## config.mk

```make
export PLATFORM = sky130hd
export DESIGN_NAME = fault_supervisor
export DESIGN_NICKNAME = d
export VERILOG_FILES = /design/src/rtl/fsup_pkg.sv /design/src/rtl/fsup_integ.sv /design/src/rtl/fsup_resp.sv /design/src/rtl/fault_supervisor.sv
export SDC_FILE = /design/constraint.sdc
export NUM_CORES = 1
export LEC_CHECK = 0
export BUFFER_PORTS_ARGS = -buffer_cell sky130_fd_sc_hd__buf_2
export CORE_MARGIN = 10
export CORE_UTILIZATION = 60
export DETAILED_ROUTE_END_ITERATION = 12
export GPL_ROUTABILITY_DRIVEN = 0
export PLACE_DENSITY = 0.9
export SLEW_MARGIN = 10
export SYNTH_ARGS = -nofsm -noshare
export SYNTH_HDL_FRONTEND = slang
export SYNTH_SLANG_ARGS = --single-unit
```

## constraint.sdc

```tcl
create_clock -name clk -period 4.4 [get_ports clk]
set_input_delay 0.22 -clock clk [delete_from_list [all_inputs] [get_ports clk]]
set_output_delay 0.22 -clock clk [all_outputs]
set_load 0.05 [all_outputs]
```

## src/rtl/fsup_pkg.sv

```systemverilog
package fsup_pkg;

    // Registered supervisor state
    typedef struct packed {
        logic ov_act;   // overvoltage event in progress
        logic cop_lat;  // clamp overpower fault latched
        logic hi_line;  // captured line range
    } sup_state_t;

    // Integer ceiling-free tick count for a time limit
    function automatic int unsigned ticks_for(input int unsigned limit_ns,
                                              input int unsigned tick_ns);
        return limit_ns / tick_ns;
    endfunction

endpackage

```

## src/rtl/fsup_integ.sv

```systemverilog
// Saturating up/down running-average integrator, advanced on a sample tick.
module fsup_integ #(
    parameter int unsigned UP_STEP = 1,
    parameter int unsigned DN_STEP = 1,
    parameter int unsigned TRIP_AT = 16
) (
    input  logic clk,
    input  logic rst_n,
    input  logic tick_i,
    input  logic hit_i,
    input  logic clr_i,
    output logic trip_o
);
    localparam int unsigned CW = $clog2(TRIP_AT + UP_STEP + 1);
    localparam logic [CW-1:0] TOP  = CW'(TRIP_AT);
    localparam logic [CW-1:0] UPW  = CW'(UP_STEP);
    localparam logic [CW-1:0] DNW  = CW'(DN_STEP);

    logic [CW-1:0] acc_d, acc_q;
    logic [CW-1:0] sum;

    always_comb begin
        sum   = acc_q + UPW;
        acc_d = acc_q;
        if (clr_i) begin
            acc_d = '0;
        end else if (tick_i) begin
            if (hit_i) begin
                acc_d = (sum >= TOP) ? TOP : sum;
            end else begin
                acc_d = (acc_q < DNW) ? '0 : acc_q - DNW;
            end
        end
    end

    always_ff @(posedge clk) begin
        if (!rst_n) acc_q <= '0;
        else        acc_q <= acc_d;
    end

    assign trip_o = (acc_q >= TOP);

endmodule

```

## src/rtl/fsup_resp.sv

```systemverilog
// Fault response controller: event state and stage gating.
module fsup_resp
    import fsup_pkg::*;
(
    input  logic clk,
    input  logic rst_n,
    input  logic hi_line_i,
    input  logic ov_trip_i,
    input  logic cl_trip_i,
    input  logic recov_i,
    output logic ov_clr_o,
    output logic boost_en_o,
    output logic stage2_en_o,
    output logic dim_full_o,
    output logic clamp_inh_o,
    output logic hi_sel_o
);
    sup_state_t st_d, st_q;

    always_comb begin
        st_d = st_q;
        if (cl_trip_i) begin
            st_d.cop_lat = 1'b1;
        end
        if (st_q.ov_act) begin
            if (recov_i) st_d.ov_act = 1'b0;
        end else if (ov_trip_i) begin
            st_d.ov_act = 1'b1;
        end
    end

    always_ff @(posedge clk) begin
        if (!rst_n) begin
            st_q.ov_act  <= 1'b0;
            st_q.cop_lat <= 1'b0;
            st_q.hi_line <= hi_line_i;
        end else begin
            st_q <= st_d;
        end
    end

    assign ov_clr_o    = st_q.ov_act & recov_i;
    assign boost_en_o  = ~st_q.cop_lat & ~st_q.ov_act;
    assign stage2_en_o = ~st_q.cop_lat;
    assign dim_full_o  = ~st_q.cop_lat & st_q.ov_act;
    assign clamp_inh_o = st_q.cop_lat;
    assign hi_sel_o    = st_q.hi_line;

endmodule

```

## src/rtl/fault_supervisor.sv

```systemverilog
module fault_supervisor
    import fsup_pkg::*;
#(
    parameter int unsigned TICK_NS     = 100_000,
    parameter int unsigned OV_LIMIT_NS = 1_600_000,
    parameter int unsigned CL_LIMIT_NS = 13_800_000,
    parameter int unsigned CL_DUTY_PCT = 49
) (
    input  logic clk,
    input  logic rst_n,
    input  logic tick_i,
    input  logic hi_line_i,
    input  logic ov_flag_i,
    input  logic recov_flag_i,
    input  logic clamp_on_i,
    output logic boost_en_o,
    output logic stage2_en_o,
    output logic dim_full_o,
    output logic clamp_inhibit_o,
    output logic hi_thr_sel_o
);
    localparam int unsigned OV_TICKS = ticks_for(OV_LIMIT_NS, TICK_NS);
    localparam int unsigned CL_TICKS = ticks_for(CL_LIMIT_NS, TICK_NS);
    localparam int unsigned CL_UP    = 100 - CL_DUTY_PCT;
    localparam int unsigned CL_DN    = CL_DUTY_PCT;
    localparam int unsigned CL_TRIP  = CL_TICKS * CL_UP;

    logic ov_trip, cl_trip, ov_clr;

    fsup_integ #(
        .UP_STEP (1),
        .DN_STEP (1),
        .TRIP_AT (OV_TICKS)
    ) u_ov_avg (
        .clk    (clk),
        .rst_n  (rst_n),
        .tick_i (tick_i),
        .hit_i  (ov_flag_i),
        .clr_i  (ov_clr),
        .trip_o (ov_trip)
    );

    fsup_integ #(
        .UP_STEP (CL_UP),
        .DN_STEP (CL_DN),
        .TRIP_AT (CL_TRIP)
    ) u_cl_avg (
        .clk    (clk),
        .rst_n  (rst_n),
        .tick_i (tick_i),
        .hit_i  (clamp_on_i),
        .clr_i  (1'b0),
        .trip_o (cl_trip)
    );

    fsup_resp u_resp (
        .clk         (clk),
        .rst_n       (rst_n),
        .hi_line_i   (hi_line_i),
        .ov_trip_i   (ov_trip),
        .cl_trip_i   (cl_trip),
        .recov_i     (recov_flag_i),
        .ov_clr_o    (ov_clr),
        .boost_en_o  (boost_en_o),
        .stage2_en_o (stage2_en_o),
        .dim_full_o  (dim_full_o),
        .clamp_inh_o (clamp_inhibit_o),
        .hi_sel_o    (hi_thr_sel_o)
    );

endmodule

```

== Word-level counts from Yosys, hierarchy flattened ==
Cells that the tools add are included.

* $lt $le $gt $ge: 6
* Multiplexer cells: 9
* Add/sub/neg operators: 4
* Reduce and logical (&&, ||, !) cells: 1
* Bitwise gates (word level): 6

{| class="wikitable"
|+ Operator list
! cell !! count
|-
| $mux W13 || 3
|-
| $ge A13 B13 Y1 const B || 2
|-
| $mux W5 || 3
|-
| $add A13 B6 Y13 const B || 1
|-
| $lt A13 B6 Y1 const B || 1
|-
| $sub A13 B6 Y13 const B || 1
|-
| $ge A5 B5 Y1 const B || 2
|-
| $add A5 B1 Y5 const B || 1
|-
| $lt A5 B1 Y1 const B || 1
|-
| $sub A5 B1 Y5 const B || 1
|-
| $and A1 B1 Y1 || 3
|-
| $mux W1 || 3
|-
| $not A1 Y1 || 3
|-
| $reduce_or A2 Y1 || 1
|}

* Register bits: 21
* Output and inout port bits: 5
* Word-level logic and storage cells: 31

== Longest topological paths before layout ==
Gate-level depths: netlist of run 1.

* Depth in word-level cells: 4
* Depth in mapped cells: 10
* Depth with buffers taken out: 8

== By module ==
A second synthesis of run 1 with hierarchy kept.

* Cell total of the unflattened synthesis: 272
* Area, all modules: 2028.2 um^2

{| class="wikitable"
|+ Modules (own cells, without submodules)
! module !! instances !! area an instance (um^2) !! cells an instance
|-
| fsup_integ at u_cl_avg || 1 || 1485.2 || 209
|-
| fsup_integ at u_ov_avg || 1 || 409.1 || 49
|-
| fsup_resp || 1 || 130.1 || 13
|-
| fault_supervisor || 1 || 3.8 || 1
|}

== Least setup slack after synthesis of run 1 ==
No wires, ideal clock.

* Path kind: register to register
* Start: reg u_cl_avg.acc_q[1]
* End: reg u_cl_avg.acc_q[0]
* Arrival: 2126 ps
* Setup time: 117 ps
* Buffers on the path: 1
* Cell stages (with the launch flop): 10
* Clock period less this slack: 2244 ps
* Setup slack: 2156 ps
* Data required time: 4283 ps
* Cells stage by stage: dfxtp_1 > inv_1 > ha_1 > buf_2 > nand3b_1 > a211oi_1 > a2111oi_2 > o32ai_2 > o2111ai_4 > a32o_1

* Longest elaborated chain between the ends: 4
* Elaborated cells on any way between the ends: 6
* Those cells by class: add/sub: 1; order compare: 2; mux: 3

{| class="wikitable"
|+ Ends and longest elaborated chain
! item !! RTL line !! RTL
|-
| start: declaration || fsup_integ.sv:19 || <nowiki>logic [CW-1:0] acc_d, acc_q;</nowiki>
|-
| start signal: assignment || fsup_integ.sv:37 || <nowiki>if (!rst_n) acc_q <= '0;</nowiki>
|-
| start signal: assignment || fsup_integ.sv:38 || <nowiki>else acc_q <= acc_d;</nowiki>
|-
| $add A13 B6 Y13 || fsup_integ.sv:23 || <nowiki>sum = acc_q + UPW;</nowiki>
|-
| $ge A13 B13 Y1 || fsup_integ.sv:29 || <nowiki>acc_d = (sum >= TOP) ? TOP : sum;</nowiki>
|-
| $mux W13 || fsup_integ.sv:29 ||
|-
| $mux W13 * || fsup_integ.sv:28 || <nowiki>if (hit_i) begin</nowiki>
|}

Every way passes the cells marked *; elsewhere a longest branch is shown, timed or not.
A chain may end at the register's enable or synchronous reset.

== Final worst setup path of run 1 ==
Ends and elaborated chain as after synthesis.

==> run_summary.xml, run 1 <==
<?xml version="1.0" encoding="UTF-8"?>
<metrics>
  <group name="outcome">
    <metric name="outcome" unit="">completed</metric>
  </group>
  <group name="logic_synthesis">
    <metric name="syn_area" unit="um2">1988</metric>
    <metric name="synthesis.area_per_instance" unit="um2">7.364</metric>
    <metric name="number_of_synthesized_flops_with_an_enable_pin" unit="">1</metric>
    <metric name="synthDominantAreaCellType" unit="">sky130_fd_sc_hd__dfxtp_1</metric>
    <metric name="yosys_most_used_dff" unit="">sky130_fd_sc_hd__dfxtp_1</metric>
    <metric name="ys_seq_elements" unit="">21</metric>
    <metric name="synth_warnings" unit="">0</metric>
    <metric name="syn-num-nets" unit="">282</metric>
    <metric name="yosysSeqAreaShare" unit="">0.2165</metric>
    <metric name="yosysUniqueCellTypes" unit="">68</metric>
    <metric name="asyncSetResetFlopFracSynth" unit="">0</metric>
    <metric name="yosys-top-cells-area" unit="">sky130_fd_sc_hd__dfxtp_1 20%, sky130_fd_sc_hd__a21oi_1 5.8%, sky130_fd_sc_hd__o21ai_0 5.0%</metric>
    <metric name="synthDominantCellAreaShare" unit="">0.2014</metric>
    <metric name="synthesis.instances" unit="">270</metric>
  </group>
  <group name="critical_path">
    <metric name="timing.critical_path.to_type" unit="">flip-flop</metric>
    <metric name="worstPathArrival" unit="ps">2890</metric>
    <metric name="rr_startpoint" unit="">u_cl_avg.acc_q[1]</metric>
    <metric name="regToRegEndpoint" unit="">u_cl_avg.acc_q[0]</metric>
    <metric name="critPathKind" unit="">flip-flop to flip-flop</metric>
    <metric name="ff2ff_path_depth" unit="">8</metric>
    <metric name="cp-start-kind" unit="">flip-flop</metric>
    <metric name="cp_max_fo" unit="">11</metric>
    <metric name="critPathMaxStageDelay" unit="ps">530</metric>
    <metric name="ff2ff_setup_slack" unit="ps">1730</metric>
    <metric name="critical_path.cell_chain" unit="">inv_1, ha_1, nand3b_1, a211oi_1, a2111oi_2, o32ai_2, o2111ai_4, a32o_1</metric>
    <metric name="timing.critical_path.required" unit="ps">4620</metric>
    <metric name="worst_path_max_delay_cell" unit="">sky130_fd_sc_hd__dfxtp_1</metric>
  </group>
  <group name="timing">
    <metric name="final-max-slew-violation-count" unit="">0</metric>
    <metric name="report.final.hold_viol_count" unit="">0</metric>
    <metric name="final_cycle_utilization_of_the_critical_path" unit="">0.6064</metric>
    <metric name="rsz0062_at_grt" unit="">no</metric>
    <metric name="setup_tns" unit="ps">0</metric>
    <metric name="slew_worst_pin" unit="ps">743.3</metric>
    <metric name="final_period_minus_worst_setup_slack" unit="ps">2668</metric>
    <metric name="postLayoutSetupSlackWorst" unit="ps">1732</metric>
    <metric name="f_max" unit="MHz">374.8</metric>
    <metric name="clock-skew-final" unit="ps">1.168</metric>
    <metric name="setup_viol" unit="">0</metric>
    <metric name="timing.slew.headroom" unit="">0.5007</metric>
  </group>
  <group name="route">
    <metric name="routed_via_density" unit="">6.893</metric>
    <metric name="detail_route.wl_per_cell" unit="um">16.85</metric>
    <metric name="drtIter0Drc" unit="">328</metric>
    <metric name="routed-via-count" unit="">2123</metric>
    <metric name="ant_nets" unit="">0</metric>
    <metric name="drt-pass1-iter-count" unit="">5</metric>
    <metric name="wl" unit="mm">5.189</metric>
    <metric name="drc" unit="">0</metric>
  </group>
  <group name="worst_hold_path">
    <metric name="hold_path_startpoint" unit="">hi_line_i</metric>
    <metric name="min_path_cells" unit="">1</metric>
    <metric name="worst_hold_path.endpoint" unit="">u_resp.hi_sel_o</metric>
    <metric name="worst_hold_path_type" unit="">input pin to flip-flop</metric>
  </group>
  <group name="pwr">
    <metric name="max-vdd-ir-drop" unit="mV">0.2059</metric>
    <metric name="power_density" unit="nW/um2">312.8</metric>
    <metric name="power.total" unit="W">0.0006316</metric>
    <metric name="power_leakage" unit="nW">0.7053</metric>
  </group>
  <group name="finish">
    <metric name="syn2layout_area_growth" unit="%">1.573</metric>
    <metric name="register_area" unit="um2">430.4</metric>
    <metric name="finalNetCount" unit="">277</metric>
    <metric name="antennaDiodeCount" unit="">0</metric>
    <metric name="drive_above_1_share" unit="">0.1326</metric>
    <metric name="non_filler_cells_final" unit="">308</metric>
    <metric name="layout.filler_cells" unit="">287</metric>
    <metric name="multiInputGateArea" unit="um2">1404</metric>
    <metric name="final_area" unit="um2">2019</metric>
  </group>
  <group name="floorplanning">
    <metric name="floorplan.rows" unit="">20</metric>
    <metric name="fp.dieW" unit="um">77.57</metric>
    <metric name="floorplan.io_pins" unit="">12</metric>
    <metric name="design.core.area" unit="um2">3103</metric>
    <metric name="floorplan.initialDensity" unit="">0.6407</metric>
    <metric name="floorplan.die_area" unit="um2">6016</metric>
    <metric name="floorplan.die.height" unit="um">77.57</metric>
  </group>
  <group name="grt">
    <metric name="pin_count_of_the_biggest_net_entering_global_routing" unit="">28</metric>
    <metric name="grt_antenna_before_repair" unit="">0</metric>
    <metric name="global_route_wire_length_before_repair" unit="mm">9.018</metric>
    <metric name="global_route.usage.total" unit="">0.1733</metric>
    <metric name="grt_remaining_overflow" unit="">0</metric>
    <metric name="number_of_global_route_vias_before_repair" unit="">1804</metric>
  </group>
  <group name="run">
    <metric name="cap_violations" unit="">0</metric>
  </group>
  <group name="cts">
    <metric name="postCtsSetupBuffers" unit="">0</metric>
    <metric name="clkTransAtPathRegs" unit="ps">120</metric>
    <metric name="clock_sinks" unit="">21</metric>
    <metric name="htree_num_levels" unit="">1</metric>
    <metric name="cts_inserted_buffers" unit="">3</metric>
    <metric name="clk-insertion-delay-late" unit="ps">310</metric>
    <metric name="postCtsHoldBufs" unit="">0</metric>
    <metric name="tritoncts" unit="">built</metric>
    <metric name="cts-resized-gates" unit="">0</metric>
    <metric name="cts_root_buf" unit="">sky130_fd_sc_hd__clkbuf_4</metric>
    <metric name="buffer_levels_on_the_longest_clock_path" unit="">2</metric>
  </group>
  <group name="placed_design">
    <metric name="port_buffers" unit="">11</metric>
    <metric name="place.detailed.hpwl" unit="mm">3.687</metric>
    <metric name="place_worst_setup_slack" unit="ps">1826</metric>
    <metric name="placed_cells_incl_taps" unit="">304</metric>
    <metric name="placed_area" unit="um2">1993</metric>
  </group>
</metrics>
-- through the flow --
step	hold WS (ps)	utilization
4_1_cts	74.30	0.6508
3_3_place_gp	398.5	0.6423
5_1_grt	74.30	0.6508
3_5_place_dp	399.2	0.6423
6_report	74.45	0.6508
2_1_floorplan	318.9	-
-- worst max path at each step --
stage          slack [ps]         startpoint                 to  cells past startpoint
6_report             1730  u_cl_avg.acc_q[1]  u_cl_avg.acc_q[0]                      8
5_1_grt              1530  u_cl_avg.acc_q[0]  u_cl_avg.acc_q[0]                      8
4_1_cts              1810  u_cl_avg.acc_q[0]  u_cl_avg.acc_q[0]                      8
3_5_place_dp         1830  u_cl_avg.acc_q[0]  u_cl_avg.acc_q[0]                      8
3_3_place_gp         1970  u_cl_avg.acc_q[0]  u_cl_avg.acc_q[0]                      8
2_1_floorplan        2160  u_cl_avg.acc_q[1]  u_cl_avg.acc_q[0]                      9
-- logic make-up after synthesis --
logic type               count (synthesis)  share of synthesized area
flip-flops                              21                     0.2165
multiplexers                             3                    0.01510
AND/OR/NAND/NOR                        101                     0.2624
buffers and inverters                   34                    0.07740
adder cells (fa/ha/maj)                  5                    0.03147
AO/OA/AOI/OAI                           99                     0.3663
XOR/XNOR                                 7                    0.03084
-- critical path, delay by kind of cell (launching register included) --
family,cells,cell delay (ps)
adder cells (fa/ha/maj),1,320
buffers and inverters,1,120
AND/OR/NAND/NOR,1,320
AO/OA/AOI/OAI,5,1290
flip-flops,1,530
-- state kept, by name, summed over array words and instances (netlist names) --
name and flops:
u_resp.hi_sel_o 1, u_resp.st_q 1, u_resp.clamp_inh_o 1, u_cl_avg.acc_q 13, u_ov_avg.acc_q 5
-- metal layers --
layer  share of wire  track usage
met2            0.47       0.2701
met5               0            0
met1            0.42       0.2365
met3           0.094      0.02995
met4           0.018      0.05292
-- cell usage after synthesis, types with 3 or more instances --
library cell               instances
sky130_fd_sc_hd__buf_1             3
sky130_fd_sc_hd__o22ai_1           3
sky130_fd_sc_hd__nand2b_1          5
sky130_fd_sc_hd__a221oi_2          3
sky130_fd_sc_hd__nor2b_1           3
sky130_fd_sc_hd__nand2_1          26
sky130_fd_sc_hd__a21oi_1          23
sky130_fd_sc_hd__a22oi_1           4
sky130_fd_sc_hd__nor2_1           25
sky130_fd_sc_hd__xnor2_1           4
sky130_fd_sc_hd__mux2i_1           3
sky130_fd_sc_hd__xor2_1            3
sky130_fd_sc_hd__nor3b_1           4
sky130_fd_sc_hd__nor3_1            8
sky130_fd_sc_hd__o21ai_0          20
sky130_fd_sc_hd__nand3_1           5
sky130_fd_sc_hd__nor4_1            4
sky130_fd_sc_hd__o211ai_1          4
sky130_fd_sc_hd__o221ai_1          3
sky130_fd_sc_hd__a31oi_1           9
sky130_fd_sc_hd__inv_1            12
sky130_fd_sc_hd__buf_2             6
sky130_fd_sc_hd__clkbuf_1          9
sky130_fd_sc_hd__ha_1              5
sky130_fd_sc_hd__dfxtp_1          20
sky130_fd_sc_hd__and2_1            3
-- layout by cell type (no fill, tap or decap), drive strengths merged, types with 3 or more instances in the layout --
master	synthesis	layout
a21oi	23	23
o211ai	5	5
a22oi	4	4
a31oi	9	9
clkbuf	9	4
mux2i	3	3
a221oi	4	4
xor2	3	3
and2	3	3
o221ai	3	3
nand2b	5	5
nand2	27	27
o21ai	21	21
nor3b	4	4
xnor2	4	4
inv	13	13
ha	5	5
nor2b	3	3
nor3	9	9
or2	3	3
nand3	5	5
o22ai	4	4
buf	12	11
dfxtp	20	20
nor4	6	6
nor2	26	26
-- final cells by class --
cell class              count  share of cell area
repair buffers             11             0.02726
well taps                  44             0.02726
inverters                  13             0.02416
multi-input cells         215              0.6952
flip-flops and latches     21              0.2131
clock buffers               4             0.01301
-- power by group --
part | internal [W] | switching, W
Sequential | 0.000210 | 0.0000512
Clock | 0.0000355 | 0.0000605
Combinational | 0.000108 | 0.000166
Total | 0.000354 | 0.000277
No activity file was read; power rests on OpenSTA's default activity.
==> run 2, diff against run 1 <==
ABC_AREA = 1   (was unset)
CORE_UTILIZATION = 54   (was 60)
PLACE_DENSITY = 0.86   (was 0.9)
clock period = 2.2 ns   (was 4.4 ns; I/O delays follow)
==> run 2 against run 1 <==
Against the previous run: maximum frequency increased by 36%; wire length decreased by 22%; via count decreased by 19%; first-iteration DRC count decreased by 43%; design area decreased by 9.7%; clock power increased by 110%; global-route usage decreased by 3.0 points; critical path type unchanged.
==> run_summary.xml, run 2 <==
<?xml version="1.0" encoding="UTF-8"?>
<metrics>
  <group name="route">
    <metric name="routed_via_density" unit="">5.468</metric>
    <metric name="detail_route.wl_per_cell" unit="um">12.87</metric>
    <metric name="wl" unit="mm">4.040</metric>
    <metric name="drc" unit="">0</metric>
    <metric name="routed-via-count" unit="">1717</metric>
    <metric name="highest-signal-layer" unit="">met4</metric>
    <metric name="routedLengthMet1" unit="mm">1.832</metric>
    <metric name="ant_nets" unit="">0</metric>
    <metric name="met2_wirelength" unit="mm">1.795</metric>
    <metric name="route.met3.wl" unit="um">348</metric>
    <metric name="drtIter0Drc" unit="">186</metric>
    <metric name="drt-pass1-iter-count" unit="">7</metric>
  </group>
  <group name="grt">
    <metric name="global_route_wire_length_before_repair" unit="mm">7.300</metric>
    <metric name="pin_count_of_the_biggest_net_entering_global_routing" unit="">24</metric>
    <metric name="number_of_global_route_vias_before_repair" unit="">1665</metric>
    <metric name="global_route.usage.total" unit="">0.1431</metric>
    <metric name="grt_antenna_before_repair" unit="">0</metric>
    <metric name="grt_remaining_overflow" unit="">0</metric>
  </group>
  <group name="outcome">
    <metric name="outcome" unit="">completed</metric>
  </group>
  <group name="cts">
    <metric name="clock_sinks" unit="">21</metric>
    <metric name="cts_inserted_buffers" unit="">3</metric>
    <metric name="htree_num_levels" unit="">1</metric>
    <metric name="clk-insertion-delay-late" unit="ps">330</metric>
    <metric name="postCtsSetupBuffers" unit="">0</metric>
    <metric name="tritoncts" unit="">built</metric>
    <metric name="buffer_levels_on_the_longest_clock_path" unit="">2</metric>
    <metric name="clkTransAtPathRegs" unit="ps">140</metric>
    <metric name="cts_root_buf" unit="">sky130_fd_sc_hd__clkbuf_4</metric>
  </group>
  <group name="finish">
    <metric name="finalNetCount" unit="">283</metric>
    <metric name="non_filler_cells_final" unit="">314</metric>
    <metric name="drive_above_1_share" unit="">0.1481</metric>
    <metric name="syn2layout_area_growth" unit="%">6.662</metric>
    <metric name="antennaDiodeCount" unit="">0</metric>
    <metric name="biggestRegsByFlops" unit="">u_cl_avg.acc_q (13), u_ov_avg.acc_q (5)</metric>
    <metric name="registers.top_by_ff_count" unit="">u_cl_avg.acc_q</metric>
    <metric name="layout_commonest_cell" unit="">sky130_fd_sc_hd__nand2_1</metric>
    <metric name="fin_util" unit="">0.5971</metric>
    <metric name="most-common-layout-cells" unit="">60 x sky130_fd_sc_hd__nand2_1, 34 x sky130_fd_sc_hd__inv_1, 20 x sky130_fd_sc_hd__nor2_1, 20 x sky130_fd_sc_hd__nand3_1, 18 x sky130_fd_sc_hd__dfxtp_1</metric>
    <metric name="largest_reg_flops" unit="">13</metric>
  </group>
  <group name="pwr">
    <metric name="power_density" unit="nW/um2">581.9</metric>
    <metric name="power_leakage" unit="nW">0.8684</metric>
    <metric name="max-vdd-ir-drop" unit="mV">0.3620</metric>
  </group>
  <group name="critical_path">
    <metric name="timing.critical_path.to_type" unit="">flip-flop</metric>
    <metric name="worstPathArrival" unit="ps">2230</metric>
    <metric name="cp_max_fo" unit="">11</metric>
    <metric name="critPathKind" unit="">flip-flop to flip-flop</metric>
    <metric name="timing.critical_path.required" unit="ps">2470</metric>
    <metric name="cp-start-kind" unit="">flip-flop</metric>
  </group>
  <group name="timing">
    <metric name="setup_tns" unit="ps">0</metric>
    <metric name="final_cycle_utilization_of_the_critical_path" unit="">0.8891</metric>
    <metric name="setup_viol" unit="">0</metric>
    <metric name="clock-skew-final" unit="ps">13.70</metric>
    <metric name="final_period_minus_worst_setup_slack" unit="ps">1956</metric>
    <metric name="f_max" unit="MHz">511.2</metric>
    <metric name="rsz0062_at_grt" unit="">no</metric>
    <metric name="final-max-slew-violation-count" unit="">0</metric>
    <metric name="slew_worst_pin" unit="ps">463.9</metric>
    <metric name="holdWs" unit="ps">94.07</metric>
    <metric name="timing.slew.headroom" unit="">0.6904</metric>
    <metric name="report.final.hold_viol_count" unit="">0</metric>
  </group>
  <group name="logic_synthesis">
    <metric name="number_of_synthesized_flops_with_an_enable_pin" unit="">1</metric>
    <metric name="yosys_most_used_dff" unit="">sky130_fd_sc_hd__dfxtp_1</metric>
    <metric name="synth_common_cells" unit="">60 x sky130_fd_sc_hd__nand2_1, 35 x sky130_fd_sc_hd__inv_1, 20 x sky130_fd_sc_hd__dfxtp_1, 20 x sky130_fd_sc_hd__nand3_1, 20 x sky130_fd_sc_hd__nor2_1</metric>
    <metric name="synthesis.instances" unit="">260</metric>
    <metric name="syn_area" unit="um2">1709</metric>
    <metric name="synthDominantAreaCellType" unit="">sky130_fd_sc_hd__dfxtp_1</metric>
    <metric name="yosysSeqAreaShare" unit="">0.2518</metric>
    <metric name="yosysUniqueCellTypes" unit="">33</metric>
    <metric name="ys_seq_elements" unit="">21</metric>
    <metric name="synth.most_common_cell" unit="">sky130_fd_sc_hd__nand2_1</metric>
    <metric name="yosys-top-cells-area" unit="">sky130_fd_sc_hd__dfxtp_1 23%, sky130_fd_sc_hd__nand2_1 13%, sky130_fd_sc_hd__inv_1 7.7%</metric>
    <metric name="synth_warnings" unit="">0</metric>
    <metric name="syn-num-nets" unit="">272</metric>
    <metric name="synthDominantCellAreaShare" unit="">0.2343</metric>
    <metric name="synthesis.area_per_instance" unit="um2">6.574</metric>
    <metric name="asyncSetResetFlopFracSynth" unit="">0</metric>
  </group>
  <group name="placed_design">
    <metric name="place.detailed.hpwl" unit="mm">3.022</metric>
    <metric name="placed_cells_incl_taps" unit="">309</metric>
    <metric name="port_buffers" unit="">11</metric>
  </group>
  <group name="floorplanning">
    <metric name="design.core.area" unit="um2">3053</metric>
    <metric name="fp.dieW" unit="um">76.26</metric>
    <metric name="floorplan.die.height" unit="um">76.26</metric>
    <metric name="floorplan.die_area" unit="um2">5816</metric>
    <metric name="floorplan.io_pins" unit="">12</metric>
    <metric name="floorplan.initialDensity" unit="">0.5598</metric>
    <metric name="floorplan.rows" unit="">20</metric>
  </group>
  <group name="worst_hold_path">
    <metric name="worst_hold_path_type" unit="">input pin to flip-flop</metric>
  </group>
  <group name="run">
    <metric name="cap_violations" unit="">0</metric>
  </group>
</metrics>
run 2: final timing paths:
| path | startpoint | to | slack [ps] | depth (start not counted) |
|---|---|---|---|---|
| setup / recovery | u_cl_avg.acc_q[4] | u_cl_avg.acc_q[11] | 240 | 10 |
| hold / removal | recov_flag_i | u_ov_avg.acc_q[1] | 90 | 4 |
| setup reg to reg | u_cl_avg.acc_q[4] | u_cl_avg.acc_q[11] | 240 | 10 |
| hold reg to reg | u_resp.st_q[2] | u_resp.st_q[2] | 500 | 2 |
run 2: critical path, stage by stage, from the launching register on:
cell	delay (ps)
sky130_fd_sc_hd__dfxtp_1	570
sky130_fd_sc_hd__nand2_1	90
sky130_fd_sc_hd__inv_1	160
sky130_fd_sc_hd__nand2_1	190
sky130_fd_sc_hd__nand4_1	170
sky130_fd_sc_hd__nand2_1	60
sky130_fd_sc_hd__inv_1	290
sky130_fd_sc_hd__nand2_1	100
sky130_fd_sc_hd__o211ai_1	90
sky130_fd_sc_hd__o211ai_1	110
sky130_fd_sc_hd__inv_1	70
run 2: final cells by class:
class | instances | area (um2)
Clock inverter | 1 | 5.005
Tap cell | 44 | 55.05
Sequential cell | 21 | 432.9
Inverter | 39 | 146.4
Clock buffer | 3 | 22.52
Fill cell | 303 | 1230
Multi-Input combinational cell | 193 | 1089
Timing Repair Buffer | 13 | 72.57
run 2: routing by layer:
metal,up-vias,global-route usage
met1,744,0.1797
met4,0,0.05204
met3,9,0.03656
li1,877,-
met2,87,0.2287
met5,-,0
run 2: what timing repair did:
item / CTS / global route
endpoints found under the hold margin: 1 / 0
resized for setup: 0 / 3
setup endpoints to repair: 0 / 7
hold buffers: 1 / 0
run 2: cells by family after synthesis:
logic type	after synthesis	synth area share
fa+ha+maj	5	0.03660
flops	21	0.2518
xor+xnor	12	0.06589
compound gates	44	0.1508
simple gates	132	0.3836
buf+inv	46	0.1113
run 2: per-stage QoR:
stage | cell area, um2 | worst slack (ps) | power, W
final | 1823 | 243.9 | 0.001061
after global routing | 1823 | 30.30 | 0.001145
after CTS | 1821 | 205.6 | 0.001058
after detailed placement | 1783 | 227.2 | 0.0008553
after global placement | 1783 | 302.7 | 0.0008486
after floorplan | 1709 | 486.6 | 0.0007856
run 2: power breakdown:
part           total, W  internal [W]  switching, W
Clock          0.000204     0.0000683      0.000136
Combinational  0.000389      0.000140      0.000249
Sequential     0.000468      0.000419     0.0000488
Total           0.00106      0.000627      0.000433
